==> config.mk <==
export PLATFORM = sky130hd
export DESIGN_NAME = flag_cond_unit
export DESIGN_NICKNAME = d
export VERILOG_FILES = /design/src/rtl/flag_cond_unit.sv
export SDC_FILE = /design/constraint.sdc
export NUM_CORES = 1
export LEC_CHECK = 0
export ABC_AREA = 1
export BUFFER_PORTS_ARGS = -buffer_cell sky130_fd_sc_hd__buf_2
export CAP_MARGIN = 10
export CORE_AREA = 5 5 64 66
export DETAILED_ROUTE_END_ITERATION = 10
export DIE_AREA = 0 0 69 71
export HOLD_SLACK_MARGIN = 0.12
export PLACE_DENSITY = 0.74
export SLEW_MARGIN = 20
export SYNTH_ARGS = -nofsm -noshare
export SYNTH_HDL_FRONTEND = slang
export SYNTH_SLANG_ARGS = --single-unit
==> constraint.sdc <==
create_clock -name clk -period 2 [get_ports clk]
set_clock_uncertainty 0.1 [all_clocks]
set_input_delay 0.2 -clock clk [delete_from_list [all_inputs] [get_ports clk]]
set_output_delay 0.2 -clock clk [all_outputs]
set_load 0.01 [all_outputs]
==> src/rtl/flag_cond_unit.sv <==
module flag_cond_unit #(
  parameter int FW     = 8,
  parameter int S_POS  = 7,
  parameter int Z_POS  = 6,
  parameter int PV_POS = 2,
  parameter int C_POS  = 0
) (
  input  logic          clk,
  input  logic          rst_n,
  input  logic          t4_load,
  input  logic          t3_wb,
  input  logic          instr_end,
  input  logic          instr_mod_flags,
  input  logic          af_swap,
  input  logic          alu_we,
  input  logic [FW-1:0] alu_flags,
  input  logic [FW-1:0] alu_mask,
  input  logic          rf_we,
  input  logic [FW-1:0] rf_wdata,
  input  logic [2:0]    cc_field,
  input  logic          cc_rel,
  output logic [FW-1:0] work_flags,
  output logic [FW-1:0] rf_flags,
  output logic          carry,
  output logic          cond_taken
);

  logic [FW-1:0] bank [2];
  logic          active;
  logic          src_bank;
  logic          pend;
  logic [FW-1:0] latch_q;

  logic          wb_go;
  logic [FW-1:0] ld_val;
  logic [1:0]    sel;
  logic          sel_flag;

  assign wb_go  = t3_wb & pend;
  assign ld_val = (wb_go && src_bank == active) ? latch_q : bank[active];

  for (genvar b = 0; b < 2; b++) begin : g_bank
    always_ff @(posedge clk) begin
      if (!rst_n)
        bank[b] <= '0;
      else if (wb_go && src_bank == 1'(b))
        bank[b] <= latch_q;
      else if (rf_we && active == 1'(b))
        bank[b] <= rf_wdata;
    end
  end

  always_ff @(posedge clk) begin
    if (!rst_n) begin
      latch_q  <= '0;
      src_bank <= 1'b0;
    end else if (t4_load) begin
      latch_q  <= ld_val;
      src_bank <= active;
    end else if (alu_we) begin
      latch_q  <= (latch_q & ~alu_mask) | (alu_flags & alu_mask);
    end
  end

  always_ff @(posedge clk) begin
    if (!rst_n) begin
      pend   <= 1'b0;
      active <= 1'b0;
    end else begin
      if (instr_end)
        pend <= instr_mod_flags;
      else if (wb_go)
        pend <= 1'b0;
      if (af_swap)
        active <= ~active;
    end
  end

  assign sel = cc_rel ? {1'b0, cc_field[1]} : cc_field[2:1];

  always_comb begin
    case (sel)
      2'd0:    sel_flag = latch_q[Z_POS];
      2'd1:    sel_flag = latch_q[C_POS];
      2'd2:    sel_flag = latch_q[PV_POS];
      default: sel_flag = latch_q[S_POS];
    endcase
  end

  assign cond_taken = ~(sel_flag ^ cc_field[0]);
  assign work_flags = latch_q;
  assign rf_flags   = bank[active];
  assign carry      = latch_q[C_POS];

endmodule


## After elaboration in Yosys (flattened, before gate mapping)

Memories as Yosys holds them, arrays and structs flattened. A register that Yosys moved wholly into a read port is not among the register bits.
Index checks and enable logic that the tools add are counted.

- Logic and storage cells: 59
- Bits in writable memories: 16
- Flip-flop bits (word level): 11
- Memories: 1

- Equality and inequality tests: 4
- Muxes and demuxes: 28
- Reductions and logical operators: 9
- Bitwise gates (word level): 13

Memories:

| name | depth | width | rd ports | clocked after Yosys merged registers in | wr ports | line | source |
|---|---|---|---|---|---|---|---|
| bank | 2 | 8 | 1 | 1 | 2 | 28 | `logic [FW-1:0] bank [2];` |

Operator list:

| cell | number |
|---|---|
| 8-bit 2-to-1 mux | 7 |
| 1-bit 2-to-1 mux | 19 |
| 8-bit AND | 2 |
| 8-bit NOT | 1 |
| 8-bit bitwise OR | 1 |
| 1-bit logical AND | 5 |
| 1-bit bitwise OR | 4 |
| 2-bit nonzero test | 2 |
| 1-bit NOT | 3 |
| 1-bit case mux with 3 select lines | 1 |
| 2-bit by 1-bit equality test with 1-bit output (second input constant) | 1 |
| 2-bit equality test (second input constant) | 1 |
| 2-bit logical NOT | 1 |
| 2-bit 2-to-1 mux | 1 |
| 2-bit inequality test (second input constant) | 1 |
| 2-bit AND reduction | 1 |
| 1-bit AND | 1 |
| 1-bit equality test | 1 |
| 1-bit bitwise XOR | 1 |

## Longest topological paths before layout

Gate-level depths: netlist of run 1.

- Depth in word-level cells: 7
- Depth in mapped cells: 8
- Depth with buffers taken out: 8

## Worst setup path before layout of run 1

OpenSTA, ideal clock, no wires.

- Path type: register to register
- From: register pend
- To: memory bank[0][0] (enable)
- Setup slack: 600 ps
- Buffers on the path: 0
- Data arrival time: 971 ps
- Cell stages (with the launch flop): 6
- Library setup time: 329 ps
- Required time: 1571 ps
- Cells stage by stage: dfxtp_1 > nand2_1 > nor2_1 > nor2_1 > nand3_2 > nand2_1

RTL lines:

| what | line | source |
|---|---|---|
| start: declaration | 31 | `logic pend;` |
| start signal: assignment | 71 | `pend <= instr_mod_flags;` |
| end: declaration | 28 |  |

==> results of run 1 <==
==> layout make-up <==
| cell class | instances | area, sq um |
|---|---|---|
| Clock buffer | 3 | 22.5 |
| Clock inverter | 1 | 30.0 |
| Fill cell | 365 | 1400 |
| Inverter | 40 | 150 |
| Multi-Input combinational cell | 156 | 727 |
| Sequential cell | 28 | 721 |
| Tap cell | 48 | 60.1 |
| Timing Repair Buffer | 69 | 415 |
==> power breakdown <==
| group | switching [uW] | internal, uW |
|---|---|---|
| clock | 187 | 203 |
| sequential | 25.5 | 662 |
| combinational | 197 | 139 |
| total | 410 | 1000 |
==> worst paths after layout <==
kind                                       startpoint                        to  slack, ps  depth (start not counted)
worst max-delay path                            rst_n      bank[0][4]$_DFFE_PP_        130                          6
worst min-delay path                            t3_wb         pend$_SDFFE_PN0P_        130                          4
worst max register to register  src_bank$_SDFFE_PN0P_  bank[1][6]$_SDFFCE_PN0P_        350                          4
worst min register to register      pend$_SDFFE_PN0P_         pend$_SDFFE_PN0P_        450                          2
==> timing repair <==
item | CTS | global route
gates resized for setup | 0 | 1
hold buffers | 13 | 1
buffers inserted | 0 | 0
hold endpoints to repair | 22 | 1
endpoints found under the setup margin | 0 | 9
==> worst min-delay path, cell delays in order <==
cell,delay (ps)
buf_2,100
nand2_1,80
nand3b_1,90
a21oi_1,70
==> placed cells by master, fill, tap and decap left out, drive strengths merged <==
cell,count
a21oi,19
nand3b,1
bufinv,1
nand4,1
nand2,60
o21ai,9
nor2,33
edfxtp,16
nand3,13
clkbuf,3
o22ai,8
o211ai,2
dfxtp,12
buf,56
inv,40
dlygate4sd3,13
or2,8
xnor2,1
xor2,1
==> cells by family (layout without fill, tap and decap cells) <==
logic type	count (synthesis)	count (layout)
buffers and inverters	47	113
DFF	28	28
and+or+nand+nor	116	116
xor gates and xnor gates	2	2
AOI/OAI and AO/OA	38	38
==> per-stage QoR <==
stage	std cells	instance area, sq um	utilization, %	worst slack [ps]	hold slack [ps]
after CTS	345	2120	60.3	77.4	169
after floorplan	231	1640	-	600	240
final	345	2130	60.3	133	130
after detailed placement	328	1940	55.1	247	375
after global routing	345	2130	60.3	30.4	163
after global placement	328	1940	55.1	305	380
==> routing by layer <==
metal  global-route usage, %  vias up  share of wire (%)
met3                    3.55        7                8.8
met2                    31.6       64                 47
met4                    6.94        0                1.8
li1                        -      863                  -
met1                    22.5      726                 42
met5                       0        -                  0
==> impl_metrics.tcl, run 1 <==
set metrics [dict create \
    postSynthAreaPerCell_sq_um 7.11 \
    clock_latency_ps 350 \
    path_delay_family "buffers and inverters" \
    drtPass1Iterations 4 \
    grt_pass1_wl_microns 7180 \
    synthesis.area_sq_mm 0.00164 \
    synth_cells 231 \
    worstMarginPinSlew_ps 444 \
    clk_pin_slew_ps 150 \
    endpoint_kind "flip-flop" \
    drive_above_1_share_pct 25.6 \
    grt_use_total_pct 18.3 \
    yosysTopAreaCell "edfxtp_1" \
    synth_simple_gate_area_share_pct 30.3 \
    muxShareOfSynthArea_pct 0 \
    power_uw 1410 \
    io_pins 55 \
    yosysMostFrequentCell "nand2_1" \
    synth-compound-area-share_pct 12.7 \
    start_util_pct 46.6 \
    yosys-top-cells-count "nand2_1 (60), inv_1 (38), nor2_1 (31)" \
    row_count 22 \
    area_growth_pct 29.5 \
    cts_tree "yes" \
    synth.net_count 268 \
    slowest_delay_ps 520 \
    drc 0 \
    hpwl_microns 3160 \
    synth_xor_area_share_pct 1.07 \
    run_status "complete, no violations" \
    ys_async_sr_fraction_pct 0 \
    crit_path_top_delay_cell "dlygate4sd3_1" \
    cts_htree_levels 1 \
    nets 335 \
    path_buf_inv 3 \
    grt_pass1_vias 1577 \
    yosysSeqAreaShare_pct 43.9 \
    synth_cell_type_count 25 \
    power_density_mw_per_mm2 665 \
    crit_type "in -> reg" \
    viasPerCell 4.81 \
    synth_top_area_share_pct 29.3 \
    ys_warn_count 0 \
    cts_buffers 3 \
    grt_remaining_overflow 0 \
    routedWlPerCell_microns 12.7 \
    synth_top_family_by_area "simple AND/OR/NAND/NOR gates" \
    rsz0062_at_grt "false" \
    ys_seq_elements 28 \
    drt-initial-drc-count 94 \
    die_area_sq_mm 0.00490 \
    p_leak_uw 0.00113 \
    fp.dieH_microns 71 \
    die_w_microns 69 \
    cp.required_ps 1950 \
    portBuffers 54 \
    synth-main-ff-cell "edfxtp_1" \
    diodes 0 \
    fin_crit_sh_pct 93.3 \
    cts_root_buf "clkbuf_4" \
    synth_area_leaders "edfxtp_1 (29%), dfxtp_1 (15%), nand2_1 (14%)" \
    grt_max_degree 30 \
    worstPathMaxFanout 13 \
    core-area_sq_mm 0.00352 \
    relSlewSlack_pct 70.3 \
    vias 1660 \
    antenna_left 0 \
    grt_antenna_before_repair 0 \
    wl_microns 4400 \
    max_freq_mhz 536 \
    synth_edf_count 16 \
    cp.arrival_ps 1820 \
    gp_congestion 0.810 \
    layout_min_cycle_time_ps 1870 \
    vdd_drop_max_uv 315 \
    finalSetupTns_ps 0 \
    min_path_type "in -> reg" \
    clkSinkCount 28 \
    synth-adder-area-share_pct 0 \
    clockBufferDepth 2 \
    setup_violations 0 \
    maxSlewViolCount 0 \
    critPathLaunchType "input port" \
    path_cells "dlygate4sd3_1, buf_2, inv_1, nor2_1, nand3_2, nand2_2" \
    cap_violations 0 \
    hold_viol 0 \
]
Power figures use the tool's default switching activity.
==> inputs of run 2 (changes only) <==
- BUFFER_PORTS_ARGS: -buffer_cell sky130_fd_sc_hd__buf_2 -> -buffer_cell sky130_fd_sc_hd__clkbuf_2
==> impl_metrics.tcl, run 2 (synthesis results as in run 1) <==
set metrics [dict create \
    clockBufferDepth 2 \
    drive_above_1_share_pct 25.5 \
    clk_pin_slew_ps 150 \
    finalSetupTns_ps 0 \
    nets 336 \
    placed_area_sq_mm 0.00196 \
    run_status "complete, no violations" \
    core-area_sq_mm 0.00352 \
    cts_tree "yes" \
    clkSinkCount 28 \
    wl_microns 4350 \
    grt_antenna_before_repair 0 \
    grt_use_total_pct 18.0 \
    drt-initial-drc-count 119 \
    grt_remaining_overflow 0 \
    critPathLaunchType "input port" \
    cts_htree_levels 1 \
    start_util_pct 46.6 \
    maxSlewViolCount 0 \
    stdcell_area_sq_mm 0.00210 \
    area_growth_pct 28.0 \
    postCtsHoldBufs 11 \
    viasPerCell 4.79 \
    final_common_cell "nand2_1" \
    antenna_left 0 \
    drtPass1Iterations 4 \
    fin_crit_sh_pct 97.1 \
    stdcell_count 346 \
    crit_type "in -> reg" \
    post-route-util_pct 59.7 \
    cts_resized 0 \
    die_area_sq_mm 0.00490 \
    final_cell_mix "nand2_1 (60), clkbuf_2 (54), inv_1 (38), nor2_1 (31), a21oi_1 (18)" \
    p_leak_uw 0.00112 \
    post_cts_buffers 0 \
    die_w_microns 69 \
    drc 0 \
    io_pins 55 \
    relSlewSlack_pct 70.5 \
    fp.dieH_microns 71 \
    row_count 22 \
    min_path_type "in -> reg" \
    gp_congestion 0.794 \
    cap_violations 0 \
    nFillCells 373 \
    diodes 0 \
    grt_pass1_vias 1595 \
    endpoint_kind "flip-flop" \
    setup_violations 0 \
    cp.arrival_ps 2130 \
    max_freq_mhz 515 \
    hpwl_microns 3240 \
    grt_pass1_wl_microns 7110 \
    cts_buffers 3 \
    worstMarginPinSlew_ps 441 \
    routedWlPerCell_microns 12.6 \
    worstPathMaxFanout 1 \
    hold_viol 0 \
    power_uw 1270 \
    vias 1659 \
    layout_min_cycle_time_ps 1940 \
    vdd_drop_max_uv 520 \
    dp.cells 330 \
    power_density_mw_per_mm2 603 \
    rsz0062_at_grt "false" \
    cp.required_ps 2190 \
    cts_root_buf "clkbuf_4" \
    portBuffers 54 \
    clock_latency_ps 330 \
    grt_max_degree 19 \
]
-- run 2: stage by stage --
stage	setup slack (ps)	hold slack [ps]
after global routing	27.9	126
after floorplan	600	240
after global placement	434	372
final	57.0	135
after detailed placement	362	368
after CTS	68.1	127
-- run 2: final timing paths --
path | startpoint | end | slack, ps | cells after the start
max | instr_mod_flags | pend$_SDFFE_PN0P_ | 60 | 6
min | rf_wdata[0] | bank[1][0]$_SDFFCE_PN0P_ | 130 | 3
max reg2reg | src_bank$_SDFFE_PN0P_ | bank[1][5]$_SDFFCE_PN0P_ | 360 | 4
min reg2reg | flip-flop | flip-flop | 470 | 4
-- run 2: worst max-delay path: stages --
cell and delay [ps]:
dlygate4sd3_1 520, clkbuf_2 100, nand2_1 40, dlygate4sd3_1 560, a21oi_1 150, dlygate4sd3_1 560
-- run 2: metal layers --
metal | share of wire, % | GRT usage [%] | up-vias
li1 | - | - | 866
met1 | 45 | 22.3 | 731
met2 | 48 | 30.9 | 56
met3 | 5.5 | 4.97 | 6
met4 | 1.1 | 4.77 | 0
met5 | 0 | 0 | -
-- run 2: final cells by class --
class | count | area [sq um] | share of cell area [%]
multi-input combinational | 156 | 724 | 34.5
sequential | 28 | 721 | 34.3
timing repair buffer | 70 | 420 | 20.0
inverter | 40 | 150 | 7.14
tap | 48 | 60.1 | 2.86
clock buffer | 4 | 26.3 | 1.25
-- run 2: power by group --
group / switching (uW) / internal (uW)
combinational: 197 / 140
clock: 164 / 78.2
sequential: 27.1 / 662
total: 388 / 880
==> inputs of run 3 (changes only) <==
- ABC_AREA: 1 -> unset
- PLACE_DENSITY: 0.74 -> 0.73
==> impl_metrics.tcl, run 3 <==
set metrics [dict create \
    synth_top_area_share_pct 29.4 \
    clkSinkCount 28 \
    routedWlPerCell_microns 16.3 \
    p_leak_uw 0.000896 \
    synth.net_count 188 \
    fin_ws_ps 163 \
    vias 1436 \
    fin_crit_sh_pct 91.9 \
    endpoint_kind "primary output" \
    synth_cell_type_count 32 \
    die_w_microns 69 \
    hold_viol 0 \
    cp.arrival_ps 1540 \
    cp.required_ps 1700 \
    clockBufferDepth 2 \
    rr_endpoint "bank[0][3]$_DFFE_PP_" \
    final_common_cell "clkbuf_2" \
    min_path_cells 4 \
    crit_type "reg -> out" \
    r2r_slack_ps 260 \
    relSlewSlack_pct 64.7 \
    rsz0062_at_grt "false" \
    start_util_pct 46.4 \
    grt_pass1_wl_microns 6880 \
    swShare_pct 26.8 \
    cap_violations 0 \
    nets 250 \
    post-route-util_pct 59.4 \
    core-area_sq_mm 0.00352 \
    min_path_type "in -> reg" \
    diodes 0 \
    die_area_sq_mm 0.00490 \
    synthesis.area_sq_mm 0.00164 \
    power_frac_comb_pct 22.4 \
    worstMarginPinSlew_ps 529 \
    clock_latency_ps 340 \
    ys_seq_elements 28 \
    viasPerCell 5.52 \
    cts_root_buf "clkbuf_4" \
    finalSetupTns_ps 0 \
    layout_min_cycle_time_ps 1840 \
    fp.dieH_microns 71 \
    p_sw_uw 375 \
    grt_remaining_overflow 0 \
    io_pins 55 \
    cts_tree "yes" \
    wl_microns 4250 \
    vdd_drop_max_uv 332 \
    intPower_uw 1020 \
    ys_async_sr_fraction_pct 0 \
    clk_pin_slew_ps 160 \
    power_density_mw_per_mm2 668 \
    run_status "complete, no violations" \
    nFillCells 333 \
    yosysSeqAreaShare_pct 44.1 \
    drive_above_1_share_pct 34.9 \
    synth_area_leaders "edfxtp_1 (29%), dfxtp_1 (15%), mux2i_1 (5.5%)" \
    row_count 22 \
    drc 0 \
    reg2reg_depth 3 \
    antenna_left 0 \
    yosys-top-cells-count "edfxtp_1 (16), dfxtp_1 (12), nand2b_1 (12)" \
    final_cell_mix "clkbuf_2 (54), edfxtp_1 (16), nand2b_1 (12), dfxtp_1 (12), dlygate4sd3_1 (11)" \
    place_ws_ps 309 \
    power_frac_clock_pct 27.1 \
    maxSlewViolCount 0 \
    grt_max_degree 25 \
    cts_htree_levels 1 \
    worstPathMaxFanout 6 \
    yosysTopAreaCell "edfxtp_1" \
    synth_edf_count 16 \
    drt-initial-drc-count 80 \
    hpwl_microns 3000 \
    max_freq_mhz 544 \
    path_cells "mux4_2, xnor2_1, clkbuf_2" \
    area_growth_pct 28.0 \
    grt_use_total_pct 17.3 \
    yosysMostFrequentCell "edfxtp_1" \
    synth_cells 151 \
    reg2reg_from "pend$_SDFFE_PN0P_" \
    critPathLaunchType "flip-flop" \
    crit_path_top_delay_cell "mux4_2" \
    cts_buffers 3 \
    p_seq_share_pct 50.4 \
    setup_violations 0 \
    drtPass1Iterations 4 \
    postSynthAreaPerCell_sq_um 10.8 \
    gp_congestion 0.817 \
    grt_antenna_before_repair 0 \
    synth-main-ff-cell "edfxtp_1" \
    grt_pass1_vias 1438 \
    portBuffers 54 \
    hold_start "alu_mask[6]" \
    timing.hold.ws_ps 124 \
    slowest_delay_ps 480 \
    ys_warn_count 0 \
]
-- run 3: changes by cell type after synthesis, moves of 9 or more --
cell | previous run | this run
a21oi_1 | 18 | 9
inv_1 | 38 | 2
mux2i_1 | 0 | 9
nand2_1 | 60 | 9
nand2b_1 | 0 | 12
nor2_1 | 31 | 0
o21ai_0 | 9 | 0
-- run 3: repair_timing --
item | CTS | global route
gates resized for setup | 0 | 0
setup buffers | 0 | 0
hold buffers | 11 | 0
endpoints found under the hold margin | 11 | 0
-- run 3: logic make-up (layout without fill, tap and decap cells) --
logic type | Yosys count | count (layout) | share of synthesized area, %
AND/OR/NAND/NOR | 45 | 45 | 16.4
XOR/XNOR | 3 | 3 | 2.07
buffers and inverters | 13 | 74 | 3.98
multiplexers | 18 | 18 | 12.4
AO/OA/AOI/OAI | 44 | 44 | 21.1
flip-flops | 28 | 28 | 44.1
-- run 3: how the worst max path moves through the flow --
| stage | start | slack (ps) | to |
|---|---|---|---|
| 2_1_floorplan | pend$_SDFFE_PN0P_ | 430 | bank[0][0]$_DFFE_PP_ |
| 3_3_place_gp | pend$_SDFFE_PN0P_ | 320 | bank[0][5]$_DFFE_PP_ |
| 3_5_place_dp | pend$_SDFFE_PN0P_ | 310 | bank[0][3]$_DFFE_PP_ |
| 4_1_cts | flip-flop | 170 | cond_taken |
| 5_1_grt | flip-flop | 100 | cond_taken |
| 6_report | flip-flop | 160 | cond_taken |
-- run 3: routing by layer --
metal	GRT usage, %	share of wire [%]
met5	0	0
met2	30.5	52
met3	2.84	4.8
met1	21.4	42
met4	5.86	1.7
-- run 3: power groups by stage --
stage                     logic, uW  registers (uW)  clock network (uW)
after global routing            344             714                 405
final                           314             706                 379
after detailed placement        298             719                   0
after CTS                       316             706                 381
after floorplan                 184             706                   0
after global placement          291             716                   0
-- run 3: final cells by class --
| cell class | count | area [sq um] | share of cell area [%] |
|---|---|---|---|
| Clock buffer | 3 | 22.5 | 1.08 |
| Clock inverter | 1 | 30.0 | 1.43 |
| Inverter | 2 | 7.51 | 0.359 |
| Multi-Input combinational cell | 110 | 850 | 40.6 |
| Sequential cell | 28 | 721 | 34.4 |
| Tap cell | 48 | 60.1 | 2.87 |
| Timing Repair Buffer | 68 | 403 | 19.2 |
-- run 3: through the flow --
step | total power, uW | cells | instance area (sq um)
3_3_place_gp | 1010 | 245 | 1930
3_5_place_dp | 1020 | 245 | 1930
6_report | 1400 | 260 | 2090
2_1_floorplan | 891 | 151 | 1640
5_1_grt | 1460 | 260 | 2090
4_1_cts | 1400 | 260 | 2090
-- run 3: critical path: cells and delay by family, from the launching register on --
| kind | cells | cell delay (ps) |
|---|---|---|
| flip-flops | 1 | 410 |
| XOR/XNOR | 1 | 150 |
| multiplexers | 1 | 480 |
| buffers and inverters | 1 | 150 |
